`config.mk`:
```
export PLATFORM = sky130hd
export DESIGN_NAME = uart_rx_fifo_stat
export DESIGN_NICKNAME = d
export VERILOG_FILES = /design/src/rtl/rxbuf_pkg.sv /design/src/rtl/rxbuf_ctl.sv /design/src/rtl/rxbuf_ring.sv /design/src/rtl/rxbuf_err.sv /design/src/rtl/uart_rx_fifo_stat.sv
export SDC_FILE = /design/constraint.sdc
export NUM_CORES = 1
export LEC_CHECK = 0
export BUFFER_PORTS_ARGS = -buffer_cell sky130_fd_sc_hd__buf_2
export CAP_MARGIN = 20
export CORE_MARGIN = 5
export CORE_UTILIZATION = 60
export DETAILED_ROUTE_END_ITERATION = 10
export GPL_ROUTABILITY_DRIVEN = 0
export PLACE_DENSITY_LB_ADDON = 0.12
export SLEW_MARGIN = 20
export SYNTH_ARGS = -nofsm -noshare
export SYNTH_HDL_FRONTEND = slang
export SYNTH_SLANG_ARGS = --single-unit
export TNS_END_PERCENT = 20
```
`constraint.sdc`:
```
create_clock -name clk -period 4.3 [get_ports clk]
set_input_delay 0.86 -clock clk [delete_from_list [all_inputs] [get_ports clk]]
set_output_delay 0.86 -clock clk [all_outputs]
set_load 0.005 [all_outputs]
```
`src/rtl/rxbuf_pkg.sv`:
```
package rxbuf_pkg;
  localparam int unsigned CTL_EN_BIT    = 0;
  localparam int unsigned CTL_RXCLR_BIT = 1;
  localparam int unsigned CTL_TXCLR_BIT = 2;
  localparam int unsigned OCC_FW        = 8;

  // error word layout, bit 0 at the right
  typedef struct packed {
    logic brk;
    logic frm;
    logic par;
    logic ovr;
  } err_word_t;
endpackage

```
`src/rtl/rxbuf_ctl.sv`:
```
module rxbuf_ctl
  import rxbuf_pkg::*;
(
  input  logic       clk,
  input  logic       rst_n,
  input  logic       wr_en,
  input  logic [2:0] wdata,
  output logic       fifo_en,
  output logic       rx_clr,
  output logic       tx_clr_pulse
);
  logic en_q, en_d;
  logic txp_q, txp_d;

  always_comb begin
    en_d  = en_q;
    if (wr_en) en_d = wdata[CTL_EN_BIT];
    txp_d = wr_en & wdata[CTL_TXCLR_BIT];
  end

  always_ff @(posedge clk or negedge rst_n) begin
    if (!rst_n) begin
      en_q  <= 1'b0;
      txp_q <= 1'b0;
    end else begin
      en_q  <= en_d;
      txp_q <= txp_d;
    end
  end

  assign fifo_en      = en_q;
  assign rx_clr       = wr_en & wdata[CTL_RXCLR_BIT];
  assign tx_clr_pulse = txp_q;
endmodule

```
`src/rtl/rxbuf_ring.sv`:
```
module rxbuf_ring #(
  parameter int unsigned DEPTH = 16,
  parameter int unsigned DW    = 8
) (
  input  logic                         clk,
  input  logic                         rst_n,
  input  logic                         clr,
  input  logic                         push,
  input  logic                         pop,
  input  logic [DW-1:0]                din,
  output logic [DW-1:0]                head,
  output logic [$clog2(DEPTH+1)-1:0]   cnt,
  output logic                         empty,
  output logic                         full
);
  localparam int unsigned PW = (DEPTH > 1) ? $clog2(DEPTH) : 1;
  localparam int unsigned CW = $clog2(DEPTH+1);
  localparam logic [PW-1:0] LAST    = PW'(DEPTH-1);
  localparam logic [CW-1:0] FULLCNT = CW'(DEPTH);

  logic [DW-1:0] mem [DEPTH];
  logic [PW-1:0] wp_q, wp_d, rp_q, rp_d;
  logic [CW-1:0] cnt_q, cnt_d;
  logic          do_push, do_pop;

  function automatic logic [PW-1:0] step(input logic [PW-1:0] p);
    return (p == LAST) ? '0 : p + 1'b1;
  endfunction

  assign empty   = (cnt_q == '0);
  assign full    = (cnt_q == FULLCNT);
  assign do_pop  = pop & ~empty & ~clr;
  assign do_push = push & ~clr & (~full | do_pop);

  always_comb begin
    wp_d  = wp_q;
    rp_d  = rp_q;
    cnt_d = cnt_q;
    if (clr) begin
      wp_d  = '0;
      rp_d  = '0;
      cnt_d = '0;
    end else begin
      if (do_push) wp_d = step(wp_q);
      if (do_pop)  rp_d = step(rp_q);
      case ({do_push, do_pop})
        2'b10:   cnt_d = cnt_q + 1'b1;
        2'b01:   cnt_d = cnt_q - 1'b1;
        default: cnt_d = cnt_q;
      endcase
    end
  end

  always_ff @(posedge clk or negedge rst_n) begin
    if (!rst_n) begin
      wp_q  <= '0;
      rp_q  <= '0;
      cnt_q <= '0;
    end else begin
      wp_q  <= wp_d;
      rp_q  <= rp_d;
      cnt_q <= cnt_d;
    end
  end

  // storage carries no reset
  always_ff @(posedge clk) begin
    if (do_push) mem[wp_q] <= din;
  end

  assign head = mem[rp_q];
  assign cnt  = cnt_q;
endmodule

```
`src/rtl/rxbuf_err.sv`:
```
module rxbuf_err #(
  parameter int unsigned NB = 4
) (
  input  logic          clk,
  input  logic          rst_n,
  input  logic          rd_clr,
  input  logic [NB-1:0] set,
  output logic [NB-1:0] word
);
  for (genvar i = 0; i < NB; i++) begin : g_bit
    logic q, d;
    always_comb d = (q & ~rd_clr) | set[i];
    always_ff @(posedge clk or negedge rst_n) begin
      if (!rst_n) q <= 1'b0;
      else        q <= d;
    end
    assign word[i] = q;
  end
endmodule

```
`src/rtl/uart_rx_fifo_stat.sv`:
```
module uart_rx_fifo_stat
  import rxbuf_pkg::*;
#(
  parameter int unsigned DEPTH = 16,
  parameter int unsigned DW    = 8
) (
  input  logic          clk,
  input  logic          rst_n,
  input  logic          ctl_wr,
  input  logic [2:0]    ctl_wdata,
  output logic [2:0]    ctl_rdata,
  output logic          tx_flush,
  input  logic          rx_valid,
  input  logic [DW-1:0] rx_data,
  input  logic          rx_par_err,
  input  logic          rx_frm_err,
  input  logic          rx_brk,
  input  logic          rd_req,
  output logic [DW-1:0] rd_data,
  output logic          data_rdy,
  output logic [8:0]    fifo_stat,
  input  logic          err_rd,
  output logic [3:0]    err_word,
  output logic          err_evt
);
  localparam int unsigned CW = $clog2(DEPTH+1);

  logic          fifo_en, rx_clr;
  logic          arrive;
  logic [DW-1:0] arrive_byte;
  logic          f_push, f_pop;
  logic [DW-1:0] head;
  logic [CW-1:0] cnt;
  logic          empty, full;
  logic          ovf_fifo, ovf_hold, empty_rd, h_load, h_rd;
  logic [DW-1:0] hold_q, hold_d;
  logic          hvld_q, hvld_d;
  logic          evt_q, evt_d;
  err_word_t     err_set;

  rxbuf_ctl u_ctl (
    .clk          (clk),
    .rst_n        (rst_n),
    .wr_en        (ctl_wr),
    .wdata        (ctl_wdata),
    .fifo_en      (fifo_en),
    .rx_clr       (rx_clr),
    .tx_clr_pulse (tx_flush)
  );

  assign arrive      = rx_valid | rx_brk;
  assign arrive_byte = rx_brk ? '0 : rx_data;
  assign f_push      = fifo_en & arrive;
  assign f_pop       = fifo_en & rd_req;

  rxbuf_ring #(.DEPTH(DEPTH), .DW(DW)) u_ring (
    .clk   (clk),
    .rst_n (rst_n),
    .clr   (rx_clr),
    .push  (f_push),
    .pop   (f_pop),
    .din   (arrive_byte),
    .head  (head),
    .cnt   (cnt),
    .empty (empty),
    .full  (full)
  );

  // error sources
  assign ovf_fifo = f_push & full & ~rd_req & ~rx_clr;
  assign empty_rd = f_pop & empty;
  assign h_load   = ~fifo_en & arrive;
  assign h_rd     = ~fifo_en & rd_req;
  assign ovf_hold = h_load & hvld_q & ~rd_req;

  always_comb begin
    err_set     = '0;
    err_set.ovr = ovf_fifo | ovf_hold;
    err_set.par = rx_valid & rx_par_err;
    err_set.frm = rx_valid & rx_frm_err;
    err_set.brk = rx_brk;
  end

  rxbuf_err #(.NB(4)) u_err (
    .clk    (clk),
    .rst_n  (rst_n),
    .rd_clr (err_rd),
    .set    (err_set),
    .word   (err_word)
  );

  // holding register path and event pulse
  always_comb begin
    hold_d = hold_q;
    hvld_d = hvld_q;
    if (h_load) begin
      hold_d = arrive_byte;
      hvld_d = 1'b1;
    end else if (h_rd) begin
      hvld_d = 1'b0;
    end
    evt_d = ovf_fifo | empty_rd;
  end

  always_ff @(posedge clk or negedge rst_n) begin
    if (!rst_n) begin
      hold_q <= '0;
      hvld_q <= 1'b0;
      evt_q  <= 1'b0;
    end else begin
      hold_q <= hold_d;
      hvld_q <= hvld_d;
      evt_q  <= evt_d;
    end
  end

  assign err_evt   = evt_q;
  assign rd_data   = fifo_en ? (empty ? '0 : head) : hold_q;
  assign data_rdy  = fifo_en ? ~empty : hvld_q;
  assign fifo_stat = full ? {1'b1, {OCC_FW{1'b0}}} : {1'b0, OCC_FW'(cnt)};
  assign ctl_rdata = {2'b00, fifo_en};
endmodule

```
==> flow_metrics.env, run 1 <==
export IMPL_run_status="complete, no violations"
export IMPL_max_slew_margin_pct=39.74
export IMPL_vias=3547
export IMPL_floorplan_core_area_um2=10890
export IMPL_end_kind="output port"
export IMPL_grt_use_total_pct=22.32
export IMPL_fin_cells=585
export IMPL_die_area_um2=13330
export IMPL_p_leak_uw=0.002684
export IMPL_power_density_nw_per_um2=524.5
export IMPL_io_pins=47
export IMPL_cap_violations=0
export IMPL_cts_made_buffers=17
export IMPL_final_hold_viol_count=0
export IMPL_antenna_left=0
export IMPL_p_sw_share_pct=25.30
export IMPL_vias_per_cell=6.063
export IMPL_cts_resized=0
export IMPL_synth_adder_area_share_pct=1.799
export IMPL_combPwrFrac_pct=18.5
export IMPL_irDropWorstVdd_v=0.0003528
export IMPL_worst_ep_required_time_ns=3.44
export IMPL_synth_cell_types=46
export IMPL_area_growth_syn_to_layout_pct=12.88
export IMPL_dp_hpwl_um=8815
export IMPL_synth_seq_cells=157
export IMPL_postCtsSetupBuffers=0
export IMPL_synth_main_ff_cell="edfxtp_1"
export IMPL_setup_viol=0
export IMPL_clk_latency_ns=0.52
export IMPL_finalSetupTns_ns=0
export IMPL_grt_pass1_wl_um=21110
export IMPL_wl_per_cell_um=23.05
export IMPL_tritoncts="done"
export IMPL_rows=38
export IMPL_fmax_mhz=281.5
export IMPL_switching_power_uw=1000
export IMPL_wl_um=13480
export IMPL_die_w_um=115.5
export IMPL_ys_seq_area_share_pct=68.45
export IMPL_n_fill_cell=703
export IMPL_path_clk_slew_ns=0.06
export IMPL_final_max_slew_violation_count=0
export IMPL_p_seq_share_pct=46.0
export IMPL_drt_initial_drc_count=215
export IMPL_rsz0062_at_grt="false"
export IMPL_synth_mux_area_share_pct=15.35
export IMPL_post_route_period_util_pct=82.61
export IMPL_overflow=0
export IMPL_antennaDiodeCount=0
export IMPL_cts_buffer_depth=2
export IMPL_antenna_found_initial=0
export IMPL_final_cell_mix="edfxtp_1, buf_2, mux4_2"
export IMPL_postSynthAreaPerCell_um2=16.81
export IMPL_ys_warn_count=0
export IMPL_synth_top_family_by_area="multiplexers"
export IMPL_place_inst=554
export IMPL_synth_area_um2=6675
export IMPL_drc=0
export IMPL_grt_pass1_vias=3614
export IMPL_critPathKind="reg2out"
export IMPL_dr_pass1_iters=5
export IMPL_crit_arrival_ns=2.69
export IMPL_hp_class="in2async"
export IMPL_drive_gt1_share_pct=28.31
export IMPL_io_buffers=41
export IMPL_start_kind="flop"
export IMPL_cts_root_buf="clkbuf_8"
export IMPL_final_nets=462
export IMPL_cp_max_fo=8
export IMPL_grt_max_degree=37
export IMPL_htree_levels=4
export IMPL_start_util_pct=61.31
export IMPL_cts_num_sinks=157
export IMPL_p_int_uw=2952
export IMPL_syn_inst=397
export IMPL_synth_compound_area_share_pct=4.649
export IMPL_synth_edf_count=128
export IMPL_synthSimpleGateAreaFrac_pct=5.848
export IMPL_hold_buffers=0
export IMPL_clkPwrFrac_pct=35.5
export IMPL_min_period_ns=3.552
export IMPL_fin_skew_ns=0.007009
export IMPL_synth_xor_area_share_pct=0.5248
export IMPL_async_flop_share_pct=18.47
export IMPL_die_h_um=115.5
export IMPL_worstMarginPinSlew_ns=0.9006
export IMPL_layout_commonest_cell="edfxtp_1"
-- per-layer routing --
| metal | up-vias | track usage [%] | routed length [um] |
|---|---|---|---|
| li1 | 1593 | - | - |
| met1 | 1808 | 30.41 | 5585 |
| met2 | 128 | 36.23 | 6873 |
| met3 | 18 | 5.222 | 829 |
| met4 | 0 | 7.277 | 195 |
| met5 | - | 0 | 0 |
-- critical path, cell delays in order (launching register included) --
cell and delay [ns]:
dfrtp_1 0.43, nor4_1 0.59, a21boi_0 0.34, nand2b_1 0.40, o221ai_1 0.23, buf_2 0.18
-- worst paths after layout --
check	end	cells after the start	from	slack (ns)
setup / recovery	rd_data[7]	5	u_ring.cnt[1]$_DFFE_PN0P_	0.75
hold reg to reg	u_err.g_bit[3].q$_DFF_PN0_	1	u_err.g_bit[3].q$_DFF_PN0_	0.50
hold / removal	hold_q[1]$_DFFE_PN0P_	1	rst_n	0.38
setup reg to reg	u_ring.mem[5][0]$_DFFE_PP_	4	u_ctl.fifo_en$_DFFE_PN0P_	1.35
max in group asynchronous	u_ring.rp_q[1]$_DFFE_PN0P_	1	rst_n	3.43
min in group clk	u_err.g_bit[3].q$_DFF_PN0_	1	u_err.g_bit[3].q$_DFF_PN0_	0.50
-- registers in the layout, summed over array words and instances, names as in the netlist --
name,flops
hold_q,8
u_ring.wp_q,4
u_ctl.tx_clr_pulse,1
u_err.g_bit.q,4
u_ring.cnt,5
u_ctl.fifo_en,1
err_evt,1
u_ring.rp_q,4
hvld_q,1
u_ring.mem,128
-- logic make-up after synthesis --
group                    count (synthesis)
buffers and inverters                   46
adder cells (fa/ha/maj)                  9
other                                    1
AND/OR/NAND/NOR                         79
XOR/XNOR                                 4
AO/OA/AOI/OAI                           41
multiplexers                            60
flip-flops                             157
-- final cells by class --
cell class / count / area [um2] / area share (%)
inverter: 9 / 33.78 / 0.4484
timing repair buffer: 50 / 285.3 / 3.786
clock buffer: 20 / 425.4 / 5.646
tap: 140 / 175.2 / 2.325
multi-input combinational: 198 / 1919 / 25.47
sequential: 157 / 4571 / 60.66
clock inverter: 11 / 125.1 / 1.661
-- metrics by stage --
stage | setup slack [ns] | cell area [um2] | utilization (%) | total power, uW | hold WS, ns
6_report | 0.7479 | 7535 | 69.20 | 3952 | 0.3807
3_5_place_dp | 1.206 | 6974 | 64.05 | 2586 | 0.4820
4_1_cts | 0.6694 | 7525 | 69.11 | 3984 | 0.3913
3_3_place_gp | 1.247 | 6964 | 63.96 | 2570 | 0.4677
5_1_grt | 0.5368 | 7535 | 69.20 | 4135 | 0.4228
2_1_floorplan | 1.603 | 6690 | - | 2363 | 0.4549
-- cells in the mapped netlist, types with 2 or more instances --
cell type  number  area, um2
and2_1          2      12.51
a22o_1          2      17.52
mux4_2         33      743.2
buf_2           6      30.03
mux2i_1        18      180.2
buf_4          11      82.58
nand3_1         5      25.02
nand2b_1       13      81.33
o221ai_1        8      70.07
edfxtp_1      128       3844
nand2_1        16      60.06
xor2_1          4      35.03
clkbuf_1       19      71.32
inv_1           9      33.78
mux2_2          9      101.4
a21oi_1         4      20.02
nor3_1          5      25.02
a311oi_1        2      17.52
o32ai_1         2      17.52
nor2b_1        10      62.56
nor2_1         22      82.58
a21o_1          3      22.52
ha_1            8      100.1
o21ai_0         8      40.04
dfrtp_1        29      725.7
-- power by group through the flow --
stage	logic [uW]	clock network, uW	registers [uW]
finish	732	1400	1820
global route	801	1500	1830
CTS	739	1430	1820
detailed placement	736	0	1850
global placement	724	0	1850
floorplan	572	0	1790
No activity file was read; power rests on OpenSTA's default activity.
==> run 2: changes to the inputs <==
CORE_UTILIZATION = 54   (was 60)
clock period = 3.1 ns   (was 4.3 ns; I/O delays follow)
==> run 2 against run 1 <==
First-iteration DRC count rose by 64%. Die area rose by 10%. Largest power group unchanged. Clock power grew 36%. Setup slack worse by 0.56 ns. Hold slack worse by 0.14 ns. Final cell count increased by 8.4%. Sequential share of layout area is 1.5 points lower. Non-clock buffer count up 21. Critical path depth unchanged. Via count up 1.0%. Combinational power rose by 54%. Core utilization fell by 5.2 points.
==> flow_metrics.env, run 2 (same netlist as run 1, synthesis figures left out) <==
export IMPL_cp_max_fo=14
export IMPL_end_kind="output port"
export IMPL_critPathKind="reg2out"
export IMPL_cpMaxStageDelayCell="mux4_2"
export IMPL_finalSetupTns_ns=0
export IMPL_cts_buffer_depth=2
export IMPL_io_pins=47
export IMPL_fin_skew_ns=0.009852
export IMPL_tritoncts="done"
export IMPL_grt_pass1_wl_um=20930
export IMPL_rrSetupSlack_ns=0.31
export IMPL_area_growth_syn_to_layout_pct=15.65
export IMPL_die_h_um=121.2
export IMPL_die_area_um2=14680
export IMPL_wl_per_cell_um=21.15
export IMPL_vias=3584
export IMPL_cts_made_buffers=17
export IMPL_drive_gt1_share_pct=30.90
export IMPL_final_max_slew_violation_count=0
export IMPL_cp_cell_sequence="buf_4 > mux4_2 > mux2i_2 > o221ai_1 > buf_2"
export IMPL_seqCellArea_um2=4571
export IMPL_postCtsSetupBuffers=0
export IMPL_cts_num_sinks=157
export IMPL_n_fill_cell=895
export IMPL_cts_root_buf="clkbuf_16"
export IMPL_min_period_ns=2.914
export IMPL_drc=0
export IMPL_grt_use_total_pct=19.90
export IMPL_antennaDiodeCount=0
export IMPL_grt_max_degree=34
export IMPL_die_w_um=121.2
export IMPL_final_hold_viol_count=0
export IMPL_cap_violations=0
export IMPL_grt_busiest_layer="met2"
export IMPL_cpPeakStageDelay_ns=0.56
export IMPL_wl_um=13410
export IMPL_rows=40
export IMPL_post_route_period_util_pct=94.01
export IMPL_crit_arrival_ns=2.29
export IMPL_irDropWorstVdd_v=0.0004875
export IMPL_run_status="complete, no violations"
export IMPL_final_util_pct=64.00
export IMPL_layout_commonest_cell="edfxtp_1"
export IMPL_fmax_mhz=343.1
export IMPL_io_buffers=41
export IMPL_multi_input_area_um2=1912
export IMPL_final_nets=483
export IMPL_r2r_start="u_ring.cnt[1]$_DFFE_PN0P_"
export IMPL_startpoint="u_ring.rp_q[1]$_DFFE_PN0P_"
export IMPL_power_density_nw_per_um2=714.6
export IMPL_max_slew_margin_pct=51.62
export IMPL_grt_pass1_vias=3601
export IMPL_worst_path_dominant_cell_family="multiplexers"
export IMPL_final_cell_mix="edfxtp_1, buf_2, mux4_2"
export IMPL_largest_register="u_ring.mem"
export IMPL_antenna_left=0
export IMPL_vias_per_cell=5.653
export IMPL_p_leak_uw=0.002793
export IMPL_floorplan_core_area_um2=12060
export IMPL_largest_reg_flops=128
export IMPL_start_util_pct=55.34
export IMPL_dr_pass1_iters=4
export IMPL_met1_usage_pct=27.80
export IMPL_start_kind="flop"
export IMPL_worst_ep_required_time_ns=2.48
export IMPL_hp_class="in2async"
export IMPL_overflow=0
export IMPL_rsz0062_at_grt="false"
export IMPL_clk_latency_ns=0.42
export IMPL_drt_initial_drc_count=353
export IMPL_antenna_found_initial=0
export IMPL_htree_levels=4
export IMPL_dp_hpwl_um=8765
export IMPL_gr_usage_met2_pct=30.36
export IMPL_path_clk_slew_ns=0.06
export IMPL_cp_num_buf_inv=2
export IMPL_worstMarginPinSlew_ns=0.7257
export IMPL_setup_viol=0
export IMPL_grt_use_met3_pct=5.082
[run 2: where the power goes]
part | switching, uW | internal, uW | total [uW]
Combinational | 582 | 546 | 1130
Sequential | 86.1 | 2390 | 2480
Clock | 751 | 1160 | 1910
Total | 1420 | 4100 | 5520
[run 2: cell type report]
cell class / instances / share of cell area [%]
clock inverter: 11 / 1.313
sequential: 157 / 59.21
clock buffer: 20 / 5.656
inverter: 9 / 0.4376
timing repair buffer: 71 / 5.900
tap: 168 / 2.723
multi-input combinational: 198 / 24.76
[run 2: what timing repair did]
action	CTS	global route
endpoints found under the hold margin	0	0
gates resized for setup	0	2
hold buffers	0	0
endpoints found under the setup margin	0	2
[run 2: worst register-to-register path, cell delays in order (launching register included)]
cell and delay, ns:
dfrtp_1 0.44, or4_1 0.67, o211a_1 0.31, nand2_1 0.13, inv_1 0.09, ha_1 0.31, nor2b_1 0.14, o21ai_0 0.14
nand2b_1 0.08, mux4_2 0.27, o32ai_1 0.12
[run 2: worst paths after layout]
check,to,cells past startpoint
worst min register to register,u_err.g_bit[3].q$_DFF_PN0_,1
worst max register to register,u_ring.cnt[4]$_DFFE_PN0P_,10
min in group clk,u_err.g_bit[0].q$_DFF_PN0_,2
worst min-delay path,u_ring.cnt[1]$_DFFE_PN0P_,1
worst max-delay path,rd_data[2],5
max in group asynchronous,u_ring.rp_q[1]$_DFFE_PN0P_,1
[run 2: routing by layer]
| metal | share of wire, % | vias up |
|---|---|---|
| met1 | 43 | 1820 |
| met4 | 1.4 | 0 |
| met5 | 0 | - |
| li1 | - | 1640 |
| met2 | 49 | 109 |
| met3 | 6.1 | 15 |
[run 2: through the flow]
| step | instances | worst slack (ns) | hold WS, ns | area (um2) | power, uW |
|---|---|---|---|---|---|
| floorplan | 401 | 0.5178 | 0.3244 | 6690 | 3277 |
| global placement | 603 | 0.3897 | 0.4582 | 7169 | 3635 |
| detailed placement | 603 | 0.3454 | 0.4723 | 7169 | 3652 |
| CTS | 634 | 0.07730 | 0.2495 | 7707 | 5563 |
| global route | 634 | 0.03350 | 0.2798 | 7720 | 5767 |
| finish | 634 | 0.1857 | 0.2382 | 7720 | 5517 |
